$ cat config.mk
export PLATFORM = sky130hd
export DESIGN_NAME = clkdiv3_gen
export DESIGN_NICKNAME = d
export VERILOG_FILES = /design/src/rtl/clkdiv3_pkg.sv /design/src/rtl/clkdiv3_sync.sv /design/src/rtl/clkdiv3_front.sv /design/src/rtl/clkdiv3_divn.sv /design/src/rtl/clkdiv3_tgl.sv /design/src/rtl/clkdiv3_gen.sv
export SDC_FILE = /design/constraint.sdc
export NUM_CORES = 1
export LEC_CHECK = 0
export BUFFER_PORTS_ARGS = -buffer_cell sky130_fd_sc_hd__buf_2
export CORE_AREA = 4 4 41 43
export DETAILED_ROUTE_END_ITERATION = 7
export DIE_AREA = 0 0 45 47
export GPL_ROUTABILITY_DRIVEN = 0
export GPL_TIMING_DRIVEN = 0
export PLACE_DENSITY_LB_ADDON = 0.1
export SYNTH_ARGS = -nofsm -noshare
export SYNTH_HDL_FRONTEND = slang
export SYNTH_SLANG_ARGS = --single-unit
$ cat constraint.sdc
create_clock -name clk_i -period 1.85 [get_ports clk_i]
set_input_delay 0.185 -clock clk_i [delete_from_list [all_inputs] [get_ports clk_i]]
set_output_delay 0.185 -clock clk_i [all_outputs]
set_load 0.01 [all_outputs]
$ cat src/rtl/clkdiv3_pkg.sv
package clkdiv3_pkg;
  typedef enum logic {
    SRC_XTAL = 1'b0,
    SRC_EXT  = 1'b1
  } ref_src_e;

  typedef struct packed {
    logic phase_sync;
    logic ext_ref;
    logic xtal;
  } ref_bus_t;
endpackage

$ cat src/rtl/clkdiv3_sync.sv
module clkdiv3_sync #(
  parameter int unsigned STAGES = 2,
  parameter int unsigned W      = 1
) (
  input  logic         clk_i,
  input  logic         rst_ni,
  input  logic [W-1:0] d_i,
  output logic [W-1:0] q_o
);
  logic [W-1:0] stg_q [STAGES];

  always_ff @(posedge clk_i or negedge rst_ni) begin
    if (!rst_ni) stg_q[0] <= '0;
    else         stg_q[0] <= d_i;
  end

  for (genvar s = 1; s < STAGES; s++) begin : g_stage
    always_ff @(posedge clk_i or negedge rst_ni) begin
      if (!rst_ni) stg_q[s] <= '0;
      else         stg_q[s] <= stg_q[s-1];
    end
  end

  assign q_o = stg_q[STAGES-1];
endmodule

$ cat src/rtl/clkdiv3_front.sv
module clkdiv3_front
  import clkdiv3_pkg::*;
#(
  parameter int unsigned SYNC_STAGES = 2
) (
  input  logic     clk_i,
  input  logic     rst_ni,
  input  ref_bus_t raw_i,
  input  ref_src_e src_i,
  output logic     ref_fall_o,
  output logic     hold_o
);
  ref_bus_t syn;
  logic     ref_now, ref_q, ext_q, ext_rise, hold_q;

  clkdiv3_sync #(.STAGES(SYNC_STAGES), .W($bits(ref_bus_t))) u_sync (
    .clk_i  (clk_i),
    .rst_ni (rst_ni),
    .d_i    (raw_i),
    .q_o    (syn)
  );

  assign ref_now  = (src_i == SRC_EXT) ? syn.ext_ref : syn.xtal;
  assign ext_rise = syn.ext_ref & ~ext_q;

  always_ff @(posedge clk_i or negedge rst_ni) begin
    if (!rst_ni) begin
      ref_q  <= 1'b0;
      ext_q  <= 1'b0;
      hold_q <= 1'b0;
    end else begin
      ref_q <= ref_now;
      ext_q <= syn.ext_ref;
      if (ext_rise) hold_q <= syn.phase_sync;
    end
  end

  assign ref_fall_o = ref_q & ~ref_now;
  assign hold_o     = hold_q;
endmodule

$ cat src/rtl/clkdiv3_divn.sv
module clkdiv3_divn #(
  parameter int unsigned DIV_N = 3,
  parameter int unsigned CNT_W = (DIV_N > 1) ? $clog2(DIV_N) : 1
) (
  input  logic             clk_i,
  input  logic             rst_ni,
  input  logic             ref_fall_i,
  input  logic             hold_i,
  output logic             div_clk_o,
  output logic             wrap_o,
  output logic [CNT_W-1:0] cnt_o
);
  localparam logic [CNT_W-1:0] LAST = CNT_W'(DIV_N - 1);

  logic [CNT_W-1:0] cnt_q;

  always_ff @(posedge clk_i or negedge rst_ni) begin
    if (!rst_ni)         cnt_q <= '0;
    else if (hold_i)     cnt_q <= '0;
    else if (ref_fall_i) cnt_q <= (cnt_q == LAST) ? '0 : cnt_q + CNT_W'(1);
  end

  // high only in the last count: one reference period out of DIV_N
  assign div_clk_o = (cnt_q == LAST);
  assign wrap_o    = ref_fall_i & ~hold_i & (cnt_q == LAST);
  assign cnt_o     = cnt_q;
endmodule

$ cat src/rtl/clkdiv3_tgl.sv
module clkdiv3_tgl (
  input  logic clk_i,
  input  logic rst_ni,
  input  logic hold_i,
  input  logic step_i,
  output logic tgl_o
);
  logic tgl_q;

  always_ff @(posedge clk_i or negedge rst_ni) begin
    if (!rst_ni)     tgl_q <= 1'b0;
    else if (hold_i) tgl_q <= 1'b0;
    else if (step_i) tgl_q <= ~tgl_q;
  end

  assign tgl_o = tgl_q;
endmodule

$ cat src/rtl/clkdiv3_gen.sv
module clkdiv3_gen
  import clkdiv3_pkg::*;
#(
  parameter int unsigned SYNC_STAGES = 2,
  parameter int unsigned DIV_N       = 3,
  localparam int unsigned CNT_W      = (DIV_N > 1) ? $clog2(DIV_N) : 1
) (
  input  logic clk_i,
  input  logic rst_ni,
  input  logic xtal_i,
  input  logic ext_ref_i,
  input  logic ext_sel_i,
  input  logic phase_sync_i,
  output logic cpu_clk_o,
  output logic per_clk_o,
  output logic ref_buf_o
);
  ref_src_e         src;
  ref_bus_t         raw;
  logic             ref_fall, hold_q, wrap;
  logic [CNT_W-1:0] div_cnt;

  assign src = ref_src_e'(ext_sel_i);
  assign raw = '{phase_sync: phase_sync_i, ext_ref: ext_ref_i, xtal: xtal_i};

  assign ref_buf_o = (src == SRC_EXT) ? ext_ref_i : xtal_i;

  clkdiv3_front #(.SYNC_STAGES(SYNC_STAGES)) u_front (
    .clk_i      (clk_i),
    .rst_ni     (rst_ni),
    .raw_i      (raw),
    .src_i      (src),
    .ref_fall_o (ref_fall),
    .hold_o     (hold_q)
  );

  clkdiv3_divn #(.DIV_N(DIV_N), .CNT_W(CNT_W)) u_div (
    .clk_i      (clk_i),
    .rst_ni     (rst_ni),
    .ref_fall_i (ref_fall),
    .hold_i     (hold_q),
    .div_clk_o  (cpu_clk_o),
    .wrap_o     (wrap),
    .cnt_o      (div_cnt)
  );

  clkdiv3_tgl u_per (
    .clk_i  (clk_i),
    .rst_ni (rst_ni),
    .hold_i (hold_q),
    .step_i (wrap),
    .tgl_o  (per_clk_o)
  );
endmodule

* Word level (Yosys, flattened, before mapping) *
Cells that the tools add are included.

cells by class
  add/sub/neg operators = 1
  muxes and demuxes = 7
  reduce and logical (&&, ||, !) cells = 2
  bitwise operators = 8
  eq/ne operators = 1

operator list
  operator                                                        count
  2-bit 2-to-1 mux                                                3
  1-bit bitwise AND                                               4
  1-bit 2-to-1 mux                                                4
  1-bit inverter                                                  4
  2-bit nonzero test                                              2
  2-bit by 1-bit adder with 2-bit output (second input constant)  1
  2-bit equality test (second input constant)                     1

storage, ports and cells
  output and inout bits = 3
  logic and storage cells = 26
  bits in registers = 12
  input bits = 6

* Logic depth before layout (Yosys ltp) *
Gate-level depths: netlist (run 1).

  depth in word-level cells = 7
  mapped depth = 4
  depth with buffers taken out = 4

* Modules after synthesis *
A second synthesis (run 1) with hierarchy kept.

unflattened totals
  cell total of the unflattened synthesis = 31
  area total of the unflattened synthesis = 461.7 µm²

modules (own cells, without submodules)
  module         area each (µm²)  cells an instance  instances
  clkdiv3_sync   172.7            9                  1
  clkdiv3_front  128.9            8                  1
  clkdiv3_divn   107.6            10                 1
  clkdiv3_tgl    37.5             3                  1
  clkdiv3_gen    15.0             1                  1

* Worst setup path before layout (run 1) *
No wires, ideal clock.

  path type = register to register
  from = reg u_front.u_sync.stg_q, in the netlist u_front.u_sync.q_o[1]
  to = reg u_div.cnt_q[0] (netlist: u_div.cnt_o[0])
  path buffers = 0
  arrival time = 1.117 ns
  cell stages (with the launch flop) = 5
  path slack = 0.655 ns
  required time = 1.773 ns
  cells stage by stage = dfrtp_1 > mux2i_1 > inv_1 > or4_1 > a21oi_1

on the way
  longest elaborated chain between the ends = 4

ends and longest elaborated chain
  what                             RTL line             source
  start, declared                  clkdiv3_sync.sv:10   logic [W-1:0] stg_q [STAGES];
  start signal, assigned by index  clkdiv3_sync.sv:20   else stg_q[s] <= stg_q[s-1];
  1-bit 2-to-1 mux                 clkdiv3_front.sv:23  assign ref_now = (src_i == SRC_EXT) ? syn.ext_ref : syn.xtal;
  via u_front.ref_now              clkdiv3_front.sv:14  logic ref_now, ref_q, ext_q, ext_rise, hold_q;
  1-bit inverter                   clkdiv3_front.sv:38  assign ref_fall_o = ref_q & ~ref_now;
  1-bit bitwise AND                clkdiv3_front.sv:38
  2-bit nonzero test (no line)     -
  end signal, assigned             clkdiv3_divn.sv:20   else if (ref_fall_i) cnt_q <= (cnt_q == LAST) ? '0 : cnt_q + CNT_W'(1);
  end, declared                    clkdiv3_divn.sv:15   logic [CNT_W-1:0] cnt_q;

The timed path passes the listed nets, and every way through them passes these cells.
A chain may end at the register's enable or synchronous reset.

* Worst setup path after layout (run 1) *
Ends and elaborated chain as after synthesis.

==> impl_metrics.env, run 1 <==
export IMPL_overflow=0
export IMPL_fp_dieW_um=45
export IMPL_cts_setup_buffers=0
export IMPL_syn_nets=35
export IMPL_synth_seq_cells=12
export IMPL_insertion_delay_ps=270
export IMPL_grt_first_pass_wirelength_um=1030
export IMPL_die_area_um2=2120
export IMPL_antenna_found_initial=0
export IMPL_cts_tree="yes"
export IMPL_crit_path_end_kind="flop"
export IMPL_worst_slew_pin_slew_ps=254
export IMPL_drt_pass1_iterations=1
export IMPL_drt_wl_total_um=675
export IMPL_avgViaCountPerCell=4.75
export IMPL_peakVddDrop_uv=456
export IMPL_pin_count=9
export IMPL_period_minus_slack_ps=1420
export IMPL_maxSlewHeadroom_pct=83.0
export IMPL_finalCritPeriodShare_pct=76.9
export IMPL_initial_utilization_pct=31.7
export IMPL_path_class="reg2reg"
export IMPL_setup_tns_final_ps=0
export IMPL_ys_types=11
export IMPL_ys_seq_area_share_pct=72.7
export IMPL_min_path_type="in2reg"
export IMPL_finalSetupViolations=0
export IMPL_initialDrtViolationCount=0
export IMPL_powerDensity_nw_per_um2=1030
export IMPL_cts_sinks=12
export IMPL_syn_avg_cell_area_um2=14.2
export IMPL_cts_root_buf="clkbuf_4"
export IMPL_outcome="finished, final reports clean"
export IMPL_port_buffers=8
export IMPL_clock_path_buffers=2
export IMPL_hold_viol=0
export IMPL_path_clk_slew_ps=70
export IMPL_grt_pass1_vias=263
export IMPL_grt_setup_unrepaired="false"
export IMPL_cts_buffers_inserted=3
export IMPL_grt_total_usage_pct=8.13
export IMPL_fin_skew_ps=0.986
export IMPL_slew_viol_final=0
export IMPL_vias=271
export IMPL_dp_cells=52
export IMPL_p_leak_nw=0.246
export IMPL_row_count=13
export IMPL_mostFrequentLayoutCell="dfrtp_1"
export IMPL_crit_fanout=6
export IMPL_drc_errors=0
export IMPL_layout_common_cells="12 x dfrtp_1, 8 x buf_2, 3 x o21ai_0, 3 x a21oi_1, 3 x clkbuf_4"
export IMPL_drive_gt1_share_pct=33.3
export IMPL_h_tree_depth=1
export IMPL_max_freq_mhz=703
export IMPL_cp_start_kind="flop"
export IMPL_n_antenna_cell=0
export IMPL_required_ps=2030
export IMPL_final_cells=57
export IMPL_die_height_um=47
export IMPL_final_fill_count=136
export IMPL_syn_inst=29
export IMPL_core_um2=1300
export IMPL_grt_max_degree=13
export IMPL_route_antenna_remaining_nets=0
export IMPL_wl_per_cell_um=11.8
export IMPL_cap_violations=0
export IMPL_final_nets=49
export IMPL_syn_to_final_growth_pct=25.5
export IMPL_yosys_warnings=0
export IMPL_netlist_area_um2=413
export IMPL_worstPathArrival_ps=1610
-- what timing repair did --
| item | 4_1_cts | 5_1_grt |
|---|---|---|
| hold endpoints to repair | 12 | 0 |
| resized for setup | 0 | 0 |
| hold buffers | 1 | 0 |
-- cell type report --
type                    count  area [um2]  area share, %
well taps                  15        18.8           3.62
multi-input cells          15         105           20.3
inverters                   2        7.51           1.45
repair buffers              9        50.0           9.66
flip-flops and latches     12         300           58.0
clock buffers               4        36.3           7.00
-- report_power, final --
group | internal [mW] | switching [mW] | leakage, nW
clock | 0.120 | 0.0805 | 0.0210
combinational | 0.0195 | 0.0208 | 0.0787
sequential | 0.280 | 0.0115 | 0.146
-- critical path, cell delays in order, from the launching register on --
cell and delay, ps:
dfrtp_1 400, mux2i_1 200, inv_1 120, or4_1 440, a21oi_1 180
-- final timing paths --
| check | end | cells past startpoint | slack (ps) | startpoint |
|---|---|---|---|---|
| max | u_div.cnt_o[0] | 4 | 430 | u_front.u_sync.q_o[1] |
| min | u_front.u_sync.stg_q[5] | 1 | 20 | phase_sync_i |
| max reg2reg | u_div.cnt_o[0] | 4 | 430 | u_front.u_sync.q_o[1] |
| min reg2reg | u_front.u_sync.q_o[2] | 0 | 360 | u_front.u_sync.stg_q[5] |
| max in group asynchronous | u_front.hold_o | 2 | 1340 | rst_ni |
| min in group asynchronous | u_front.u_sync.q_o[1] | 2 | 310 | rst_ni |
-- synthesized netlist by cell type --
library cell  count  area (um2)
nand4b_1          1        8.76
dfrtp_1          12         300
or3_1             1        6.26
o21ai_0           3        15.0
mux2_2            2        22.5
a21oi_1           3        15.0
nand3b_1          1        7.51
nor2b_1           2        12.5
inv_1             2        7.51
or4_1             1        7.51
mux2i_1           1        10.0
-- stage by stage --
| step | util, % | hold slack (ps) | worst slack, ps | area [um2] | power (mW) |
|---|---|---|---|---|---|
| after floorplan | - | -111 | 655 | 413 | 0.314 |
| after global placement | 36.3 | 63.1 | 554 | 472 | 0.331 |
| after detailed placement | 36.3 | 69.9 | 428 | 472 | 0.337 |
| after CTS | 39.8 | 6.91 | 408 | 518 | 0.543 |
| after global routing | 39.8 | 0.831 | 277 | 518 | 0.564 |
| final | 39.8 | 21.1 | 427 | 518 | 0.532 |
-- routing by layer --
layer	global-route usage (%)	routed length, um	vias up
met5	0	0	-
met1	6.01	230	124
li1	-	-	128
met3	4.98	63	6
met4	11.1	48	0
met2	12.4	333	13
-- cell families after synthesis --
group / count (synthesis) / synth area share (%)
flops: 12 / 72.7
mux: 3 / 7.88
compound gates: 6 / 7.27
buf+inv: 2 / 1.82
simple gates: 6 / 10.3
-- flip-flops by register name (all words and copies together) (netlist names) --
signal / count
u_per.tgl_o: 1
u_front.hold_o: 1
u_div.cnt_o: 2
u_front.u_sync.stg_q: 3
u_front.ref_q: 1
u_front.ext_q: 1
u_front.u_sync.q_o: 3
No activity file was read; power rests on OpenSTA's default activity.
==> run 2, diff against run 1 <==
clock period = 1.2 ns   (was 1.85 ns; I/O delays follow)
==> run 2 against run 1 <==
The flow now finishes with violations (setup timing). Sequential cell count unchanged. Sequential power up 56%. Total power grew 63%. Worst hold slack gained 230 ps. Via count rose by 16%. Global-route usage grew 1.6 points. Highest routed layer unchanged.
==> impl_metrics.env, run 2 (synthesis results as in run 1) <==
export IMPL_drc_errors=0
export IMPL_slew_viol_final=0
export IMPL_finalSetupViolations=3
export IMPL_powerDensity_nw_per_um2=1420
export IMPL_violations="setup timing"
export IMPL_h_tree_depth=1
export IMPL_cap_violations=0
export IMPL_wl_per_cell_um=13.6
export IMPL_layout_common_cells="12 x dfrtp_1, 8 x buf_2, 4 x dlygate4sd3_1"
export IMPL_drive_gt1_share_pct=50.0
export IMPL_final_fill_count=131
export IMPL_fin_skew_ps=1.24
export IMPL_initial_utilization_pct=31.7
export IMPL_finalWorstSetupSlack_ps=-160
export IMPL_fp_dieW_um=45
export IMPL_setup_tns_final_ps=-383
export IMPL_crit_fanout=4
export IMPL_final_area_um2=612
export IMPL_die_height_um=47
export IMPL_cp_start_kind="flop"
export IMPL_insertion_delay_ps=270
export IMPL_route_antenna_remaining_nets=0
export IMPL_vias=314
export IMPL_peakVddDrop_uv=701
export IMPL_slowest_delay_ps=390
export IMPL_crit_chain="mux2i_2 > inv_2 > buf_4 > o21ai_0 > a21oi_2"
export IMPL_overflow=0
export IMPL_port_buffers=8
export IMPL_period_minus_slack_ps=1360
export IMPL_hold_viol=0
export IMPL_die_area_um2=2120
export IMPL_crit_path_end_kind="flop"
export IMPL_path_class="reg2reg"
export IMPL_grt_total_usage_pct=9.74
export IMPL_cts_buffers_inserted=3
export IMPL_critPathSlowestCell="dfrtp_1"
export IMPL_max_freq_mhz=735
export IMPL_n_antenna_cell=0
export IMPL_pin_count=9
export IMPL_cts_root_buf="clkbuf_4"
export IMPL_mostFrequentLayoutCell="dfrtp_1"
export IMPL_grt_first_pass_wirelength_um=1260
export IMPL_required_ps=1340
export IMPL_outcome="finished with violations"
export IMPL_initialDrtViolationCount=3
export IMPL_drt_pass1_iterations=2
export IMPL_final_cells=65
export IMPL_grt_setup_unrepaired="true"
export IMPL_dp_cells=52
export IMPL_grt_max_degree=13
export IMPL_grt_pass1_vias=332
export IMPL_avgViaCountPerCell=4.83
export IMPL_path_clk_slew_ps=70
export IMPL_drt_wl_total_um=886
export IMPL_place_ws_ps=-222
export IMPL_maxSlewHeadroom_pct=73.5
export IMPL_power_uw=868
export IMPL_hold_slack_ps=248
export IMPL_clock_path_buffers=2
export IMPL_p_leak_nw=0.283
export IMPL_min_path_type="in2async"
export IMPL_finalCritPeriodShare_pct=113
export IMPL_cts_tree="yes"
export IMPL_worstPathArrival_ps=1500
export IMPL_antenna_found_initial=0
export IMPL_fin_util_pct=47.0
export IMPL_row_count=13
export IMPL_cts_sinks=12
export IMPL_dpl_instance_area_um2=472
export IMPL_worst_slew_pin_slew_ps=393
export IMPL_syn_to_final_growth_pct=48.2
export IMPL_final_nets=57
export IMPL_core_um2=1300
-- run 2: cell types whose count changed in the layout (fill, tap and decap cells not counted), sizes merged --
cell	previous run	this run
dlygate4sd3	1	4
buf	8	13
-- run 2: cell type report --
| cell class | count | area (um2) | area share [%] |
|---|---|---|---|
| flip-flops and latches | 12 | 300 | 49.1 |
| multi-input cells | 15 | 124 | 20.2 |
| inverters | 2 | 7.51 | 1.23 |
| well taps | 15 | 18.8 | 3.07 |
| clock buffers | 4 | 36.3 | 5.93 |
| repair buffers | 17 | 125 | 20.4 |
-- run 2: critical path: cells and delay by family, from the launching register on --
| kind | cells | cell delay [ps] |
|---|---|---|
| AO/OA/AOI/OAI | 2 | 430 |
| buffers and inverters | 2 | 220 |
| flip-flops | 1 | 390 |
| multiplexers | 1 | 200 |
-- run 2: timing repair --
item | 4_1_cts | 5_1_grt
hold endpoints to repair | 15 | 0
gates resized for setup | 2 | 6
hold buffers | 4 | 0
setup endpoints to repair | 2 | 3
setup buffers | 6 | 1
pin swaps | 1 | 2
-- run 2: metal layers --
| metal | wire [um] | GRT usage, % | share of wire (%) |
|---|---|---|---|
| met1 | 277 | 6.49 | 31 |
| met2 | 475 | 16.7 | 54 |
| met3 | 62 | 4.98 | 7.0 |
| met4 | 72 | 12.9 | 8.1 |
| met5 | 0 | 0 | 0 |
-- run 2: worst paths after layout --
kind | slack [ps] | cells past startpoint | start | endpoint
max in group asynchronous | 750 | 2 | rst_ni | u_front.hold_o
min | 250 | 2 | rst_ni | u_front.u_sync.q_o[1]
max reg2reg | -160 | 5 | u_front.u_sync.q_o[1] | u_div.cnt_o[1]
min reg2reg | 360 | 0 | u_front.u_sync.stg_q[5] | u_front.u_sync.q_o[2]
max | -160 | 5 | u_front.u_sync.q_o[1] | u_div.cnt_o[1]
min in group clk_i | 260 | 4 | ext_sel_i | u_front.ref_q
-- run 2: where the power goes --
| group | switching [mW] | leakage (nW) | internal (mW) |
|---|---|---|---|
| combinational | 0.0439 | 0.116 | 0.0603 |
| sequential | 0.0236 | 0.146 | 0.431 |
| clock | 0.125 | 0.0210 | 0.184 |
==> run 3, diff against run 2 <==
PLACE_DENSITY = 0.54   (was default)
PLACE_DENSITY_LB_ADDON = default   (was 0.1)
TNS_END_PERCENT = 10   (was default)
==> run 3 against run 2 <==
The run still ends with setup timing left. Setup slack improved by 74 ps. Utilization fell by 3.7 points. Register-to-register slack better by 70 ps. Maximum frequency increased by 5.8%. Sequential power shrank 0.9%. Critical path type unchanged. Total power shrank 13%. Die area stayed put. Largest cell class unchanged. Design area is 7.8% lower. First-iteration DRC count down 33%.
==> impl_metrics.env, run 3 (synthesis results as in run 1) <==
export IMPL_outcome="finished with violations"
export IMPL_violations="setup timing"
export IMPL_maxSlewHeadroom_pct=82.8
export IMPL_vias=289
export IMPL_cts_buffers_inserted=3
export IMPL_port_buffers=8
export IMPL_power_uw=758
export IMPL_min_path_type="in2async"
export IMPL_path_clk_slew_ps=60
export IMPL_die_height_um=47
export IMPL_place_ws_ps=-155
export IMPL_final_area_um2=564
export IMPL_grt_total_usage_pct=8.29
export IMPL_peakVddDrop_uv=525
export IMPL_pin_count=9
export IMPL_drt_pass1_iterations=4
export IMPL_r2r_slack_ps=-90
export IMPL_cp_start_kind="flop"
export IMPL_route_antenna_remaining_nets=0
export IMPL_cts_tree="yes"
export IMPL_worstPathArrival_ps=1470
export IMPL_wl_met1_um=254
export IMPL_wl_met3_um=54
export IMPL_path_class="reg2reg"
export IMPL_worstReg2RegStart="u_front.u_sync.q_o[1]"
export IMPL_slew_viol_final=0
export IMPL_clock_path_buffers=2
export IMPL_critPathLaunch="u_front.u_sync.q_o[1]"
export IMPL_cts_sinks=12
export IMPL_grt_setup_unrepaired="true"
export IMPL_cap_violations=0
export IMPL_antenna_found_initial=0
export IMPL_dpl_hpwl_um=475
export IMPL_syn_to_final_growth_pct=36.7
export IMPL_row_count=13
export IMPL_drc_errors=0
export IMPL_grt_pass1_vias=302
export IMPL_drt_wl_total_um=666
export IMPL_period_minus_slack_ps=1290
export IMPL_slowest_delay_ps=420
export IMPL_die_area_um2=2120
export IMPL_layout_common_cells="12 x dfrtp_1, 8 x buf_2, 4 x dlygate4sd3_1, 3 x clkbuf_4, 3 x buf_4"
export IMPL_initial_utilization_pct=31.7
export IMPL_finalCritPeriodShare_pct=107
export IMPL_hold_viol=0
export IMPL_powerDensity_nw_per_um2=1340
export IMPL_drive_gt1_share_pct=38.3
export IMPL_required_ps=1390
export IMPL_grt_max_degree=13
export IMPL_cts_root_buf="clkbuf_4"
export IMPL_hold_slack_ps=255
export IMPL_crit_path_end_kind="flop"
export IMPL_avgViaCountPerCell=4.66
export IMPL_insertion_delay_ps=260
export IMPL_mostFrequentLayoutCell="dfrtp_1"
export IMPL_core_um2=1300
export IMPL_finalWorstSetupSlack_ps=-86.4
export IMPL_met2_length_um=357
export IMPL_dpl_instance_area_um2=472
export IMPL_final_nets=55
export IMPL_max_freq_mhz=777
export IMPL_p_leak_nw=0.267
export IMPL_worst_slew_pin_slew_ps=257
export IMPL_topRoutingLayerUsed="met3"
export IMPL_fin_skew_ps=1.70
export IMPL_crit_chain="mux2i_1 > inv_1 > or4_4 > a21oi_2"
export IMPL_n_antenna_cell=0
export IMPL_fp_dieW_um=45
export IMPL_crit_fanout=3
export IMPL_initialDrtViolationCount=2
export IMPL_overflow=0
export IMPL_critPathSlowestCell="or4_4"
export IMPL_wl_per_cell_um=10.7
export IMPL_grt_first_pass_wirelength_um=1190
export IMPL_h_tree_depth=1
export IMPL_finalSetupViolations=1
## run 3: layout make-up
cell class              count  area (um2)
clock buffers               3        22.5
flip-flops and latches     12         300
fillers                   129         737
multi-input cells          15         113
inverters                   2        7.51
well taps                  15        18.8
repair buffers             15         103
## run 3: metrics by stage
step	util (%)	setup TNS, ps	std cells
2_1_floorplan	-	0	29
3_3_place_gp	36.3	-158	52
3_5_place_dp	36.3	-233	52
4_1_cts	43.4	-90.0	62
5_1_grt	43.4	-298	62
6_report	43.4	-86.4	62
## run 3: metal layers
metal | track usage (%) | vias to the layer above
met5 | 0 | -
met4 | 5.26 | 0
met3 | 3.83 | 0
met2 | 14.4 | 9
met1 | 7.91 | 140
li1 | - | 140
## run 3: critical path: cells and delay by family, from the launching register on
kind,cells,cell delay [ps]
muxes,1,190
and+or+nand+nor,1,420
DFF,1,380
AOI/OAI and AO/OA,1,130
buffers and inverters,1,100
## run 3: power breakdown
| group | internal [mW] | switching, mW | total, mW | leakage [nW] |
|---|---|---|---|---|
| sequential | 0.431 | 0.0200 | 0.451 | 0.146 |
| combinational | 0.0488 | 0.0351 | 0.0839 | 0.107 |
| clock | 0.116 | 0.108 | 0.223 | 0.0138 |
| total | 0.596 | 0.163 | 0.758 | 0.267 |
## run 3: path summary, 6_finish.rpt
check                                        end  depth (start not counted)
setup / recovery                  u_div.cnt_o[0]                          4
hold / removal             u_front.u_sync.q_o[0]                          2
setup reg to reg                  u_div.cnt_o[0]                          4
hold reg to reg            u_front.u_sync.q_o[1]                          0
max in group asynchronous            u_per.tgl_o                          2
min in group clk_i                 u_front.ref_q                          4
## run 3: what timing repair did
action	in CTS	in global routing
gates cloned	0	0
setup buffers	3	0
endpoints found under the hold margin	15	0
setup endpoints to repair	2	3
pin swaps	2	0
resized for setup	2	1
hold buffers	4	0
